File: config.mk
export PLATFORM = sky130hd
export DESIGN_NAME = host_time_keeper
export DESIGN_NICKNAME = d
export VERILOG_FILES = /design/src/rtl/host_time_pkg.sv /design/src/rtl/host_time_ctrl.sv /design/src/rtl/host_time_datapath.sv /design/src/rtl/host_time_keeper.sv
export SDC_FILE = /design/constraint.sdc
export NUM_CORES = 1
export LEC_CHECK = 0
export ABC_AREA = 1
export CORE_MARGIN = 10
export CORE_UTILIZATION = 45
export DETAILED_ROUTE_END_ITERATION = 16
export HOLD_SLACK_MARGIN = 0.12
export PLACE_DENSITY = 0.67
export SYNTH_ARGS = -nofsm -noshare
export SYNTH_HDL_FRONTEND = slang
export SYNTH_SLANG_ARGS = --single-unit
File: constraint.sdc
create_clock -name clk -period 2.35 [get_ports clk]
set_input_delay 0.705 -clock clk [delete_from_list [all_inputs] [get_ports clk]]
set_output_delay 0.705 -clock clk [all_outputs]
set_load 0.01 [all_outputs]
File: src/rtl/host_time_pkg.sv
package host_time_pkg;

  typedef struct packed {
    logic loadBase;
    logic captureRead;
    logic clearResult;
  } tsStrobes_t;

endpackage

File: src/rtl/host_time_ctrl.sv
module host_time_ctrl
  import host_time_pkg::*;
#(
  parameter int TIME_W = 64,
  parameter int LEN_W  = 12
) (
  input  logic             clk,
  input  logic             rstN,
  input  logic             setStrobe,
  input  logic [LEN_W-1:0] setLen,
  input  logic             getStrobe,
  output tsStrobes_t       strobes,
  output logic [LEN_W-1:0] respLen,
  output logic             respBadLen,
  output logic             respDone
);
  localparam int BYTES = TIME_W / 8;
  localparam logic [LEN_W-1:0] BYTES_L = LEN_W'(BYTES);

  logic lenOk;

  always_comb begin
    lenOk = (setLen == BYTES_L);
    strobes.loadBase    = setStrobe && lenOk;
    strobes.captureRead = getStrobe && !setStrobe;
    strobes.clearResult = setStrobe;
  end

  always_ff @(posedge clk) begin
    if (!rstN) begin
      respLen    <= '0;
      respBadLen <= 1'b0;
      respDone   <= 1'b0;
    end else begin
      respDone <= setStrobe || getStrobe;
      if (setStrobe) begin
        respLen    <= '0;
        respBadLen <= !lenOk;
      end else if (getStrobe) begin
        respLen    <= BYTES_L;
        respBadLen <= 1'b0;
      end
    end
  end

endmodule

File: src/rtl/host_time_datapath.sv
module host_time_datapath
  import host_time_pkg::*;
#(
  parameter int TIME_W = 64
) (
  input  logic              clk,
  input  logic              rstN,
  input  logic              nsTick,
  input  logic [TIME_W-1:0] setValue,
  input  tsStrobes_t        strobes,
  output logic [TIME_W-1:0] result
);
  logic [TIME_W-1:0] localNow;
  logic [TIME_W-1:0] baseTime;
  logic [TIME_W-1:0] refPoint;
  logic              isValid;
  logic [TIME_W-1:0] elapsed;

  always_comb elapsed = localNow - refPoint;

  always_ff @(posedge clk) begin
    if (!rstN) begin
      localNow <= '0;
      baseTime <= '0;
      refPoint <= '0;
      isValid  <= 1'b0;
      result   <= '0;
    end else begin
      if (nsTick) localNow <= localNow + 1'b1;
      if (strobes.loadBase) begin
        baseTime <= setValue;
        refPoint <= localNow;
        isValid  <= 1'b1;
      end
      if (strobes.clearResult) result <= '0;
      else if (strobes.captureRead) result <= isValid ? (baseTime + elapsed) : '0;
    end
  end

endmodule

File: src/rtl/host_time_keeper.sv
module host_time_keeper
  import host_time_pkg::*;
#(
  parameter int TIME_W = 64,
  parameter int LEN_W  = 12
) (
  input  logic              clk,
  input  logic              rstN,
  input  logic              nsTick,
  input  logic              setStrobe,
  input  logic [TIME_W-1:0] setValue,
  input  logic [LEN_W-1:0]  setLen,
  input  logic              getStrobe,
  output logic [TIME_W-1:0] respData,
  output logic [LEN_W-1:0]  respLen,
  output logic              respBadLen,
  output logic              respDone
);
  tsStrobes_t strobes;

  host_time_ctrl #(.TIME_W(TIME_W), .LEN_W(LEN_W)) ctrl (
    .clk(clk), .rstN(rstN), .setStrobe(setStrobe), .setLen(setLen),
    .getStrobe(getStrobe), .strobes(strobes), .respLen(respLen),
    .respBadLen(respBadLen), .respDone(respDone)
  );

  host_time_datapath #(.TIME_W(TIME_W)) dpath (
    .clk(clk), .rstN(rstN), .nsTick(nsTick), .setValue(setValue),
    .strobes(strobes), .result(respData)
  );

endmodule

==> results.cfg <==
[status]
status = complete, but fails checks
violations = setup timing

[critical_path]
r2r-start = dpath.localNow[26]
startpoint_type = flip-flop
timing.rr.end = dpath.result[51]
endpoint_kind = flip-flop
cp-startpoint = dpath.localNow[26]
required_ns = 2.86
path_max_fanout = 4
ff2ff_setup_slack_ns = -0.30
cp.arrival_ns = 3.16
crit_type = reg -> reg
rr_worst_depth = 15

[clock_tree]
clk_latency_ns = 0.59
cts_tree = done
cts.sinks = 260
cts_buffer_depth = 3
cts-buffers-inserted = 31
htreeDepth = 1
clk_pin_slew_ns = 0.06
cts_root_buf = clkbuf_16

[sta]
finalWorstSetupSlack_ns = -0.302
fin_skew_ns = 0.0213
rsz0062_at_grt = true
tightestPinTransition_ns = 0.603
min_period_ns = 2.65
drv_slew = 0
post-route-period-util_pct = 113
tns_ns = -10.40
hold-worst-slack_ns = 0.461
slew_headroom_pct = 59.6
finalSetupViolCount = 58
max_freq_mhz = 377
hold_viol_final = 0

[yosys]
netlist_area_um2 = 17900
yosysSeqAreaShare_pct = 29.0
synth.ff_latch_count = 260
yosysUniqueCellTypes = 40
syn_avg_cell_area_um2 = 6.34
synth-edff-count = 0
yosysWarnings = 0
async_flop_share_pct = 0
synthCells = 2827
synth_ff_type = dfxtp_1

[die]
fp-row-count = 73
dieArea_um2 = 48200
chipHeight_um = 220
ios = 159
die_w_um = 220
start_util_pct = 45.3
coreArea_um2 = 39500

[pwr]
p_leak_nw = 12.4
swShare_pct = 25.9
p_int_mw = 7.78
power.share.clock_pct = 45.3
peakVddDrop_mv = 0.538
cellPowerDensity_nw_per_um2 = 382
power.switching_mw = 2.72
power_frac_seq_pct = 42.1
power_frac_comb_pct = 12.6

[route]
wl_per_cell_um = 17.8
via_count = 20100
drt_iter0_markers = 1504
drcViolationCount = 0
viasPerCell = 5.12
drtAntennaViolNets = 0
dr.pass1.iters = 6
routed_wl_mm = 69.8

[placement]
gp_congestion = 0.973
dpl_worst_slack_ns = -0.613
placed_cells = 3819
port-buffer-count = 147
post-dp-hpwl_mm = 52.7

[global_route]
antenna_found_initial = 0
grt_pass1_wl_mm = 104
gr-usage-all-layers_pct = 27.2
grt_pass1_vias = 19400
gr-total-overflow = 0
grt_max_degree = 66

[worst_hold_path]
hold_end = dpath.result[7]
min-delay-start = dpath.result[7]
hold_class = reg -> reg
min_path_cells = 2

[layout]
area_delta_synth_final_pct = 53.3
utilization_pct = 69.5
stdcell_count = 3922
layout-drive-gt1-share_pct = 37.3
n_antenna_cell = 0
num-fill-cells = 3230
fin_nets = 3586

[run]
drv_cap = 0
[per-layer routing]
layer  GRT usage, %  vias up  part of all wire [%]
met5              0        -                     0
met4           9.03        0                   3.5
met3           4.04      136                   6.9
met2           44.4      726                    46
met1           36.3     9392                    44
li1               -     9841                     -
[Yosys cell counts (all sizes together), types with 13 or more instances]
| master | count | area [µm²] |
|---|---|---|
| inv | 620 | 2330 |
| nor3 | 67 | 455 |
| fa | 63 | 1260 |
| nand3 | 143 | 733 |
| ha | 65 | 813 |
| nor4 | 13 | 93.8 |
| nand2 | 770 | 2890 |
| a211oi | 63 | 473 |
| clkbuf | 62 | 233 |
| or2 | 21 | 131 |
| nand4 | 31 | 194 |
| dfxtp | 260 | 5200 |
| o21ai | 106 | 531 |
| nor2 | 258 | 986 |
| buf | 20 | 128 |
| a21oi | 219 | 1100 |
[flip-flops by register name (all words and copies together) (netlist names)]
signal / count
dpath.refPoint: 64
ctrl.respDone: 1
dpath.isValid: 1
dpath.localNow: 64
ctrl.respBadLen: 1
dpath.result: 64
dpath.baseTime: 64
ctrl.respLen: 1
[power by group through the flow]
stage | clock network, mW | logic, mW | registers [mW]
2_1_floorplan | 0 | 0.466 | 4.52
5_1_grt | 5.01 | 1.40 | 4.42
3_3_place_gp | 0 | 0.874 | 4.52
4_1_cts | 4.83 | 1.10 | 4.42
3_5_place_dp | 0 | 0.887 | 4.52
6_report | 4.76 | 1.32 | 4.42
[final cells by class]
class,count,area [µm²],share of cell area [%]
Clock buffer,45,888,3.23
Multi-Input combinational cell,1875,13200,47.9
Tap cell,525,657,2.39
Inverter,620,2360,8.58
Sequential cell,260,5290,19.3
Timing Repair Buffer,589,5020,18.3
Clock inverter,8,92.6,0.337
[logic make-up after synthesis]
family	Yosys count	synth area share, %
simple gates	1313	31.1
buf+inv	702	15.0
compound gates	410	12.6
flops	260	29.0
fa+ha+maj	128	11.6
xor+xnor	13	0.635
other cells	1	0.0209
[worst max-delay path, stage by stage, from the launching register on]
cell,delay (ns)
dfxtp_2,0.32
inv_1,0.06
fa_1,0.52
inv_1,0.08
ha_4,0.32
nand2_4,0.08
nor2_4,0.16
nand2_1,0.16
inv_2,0.12
buf_4,0.13
nand2_2,0.05
nor2_2,0.10
nand2_1,0.09
nand3_1,0.10
nand3_2,0.13
a21oi_2,0.15
[per-stage QoR]
step | cell area (µm²) | total power [mW]
3_5_place_dp | 22900 | 5.40
2_1_floorplan | 18100 | 4.98
4_1_cts | 26100 | 10.4
3_3_place_gp | 22900 | 5.39
5_1_grt | 27500 | 10.8
6_report | 27500 | 10.5
[how the worst max path moves through the flow]
stage	endpoint	slack [ns]	cells past startpoint
after floorplan	dpath.result[59]	-0.006	13
after global routing	dpath.result[62]	-0.40	14
after CTS	dpath.result[52]	-0.20	16
after global placement	dpath.result[32]	-0.60	13
after detailed placement	dpath.result[32]	-0.61	13
final	dpath.result[51]	-0.30	15
[cell usage in the layout (no fill, tap or decap), types with 58 or more instances in the layout]
master and n:
nand2_1 494, o21ai_0 98, a21oi_1 181, ha_4 58, nor2_1 184, inv_1 494, dfxtp_1 195, a211oi_1 63
nand2_2 195, buf_4 407, nand3_1 78, clkdlybuf4s50_1 146, dfxtp_2 64, inv_2 114, nand2_4 76
[timing repair]
action,4_1_cts,5_1_grt
buffers inserted,21,29
resized for setup,558,374
pin swaps,137,155
gates cloned,0,0
endpoints found under the setup margin,59,58
hold endpoints to repair,0,0
hold buffers,0,0
Note: power is estimated with default switching activity, not from simulation.
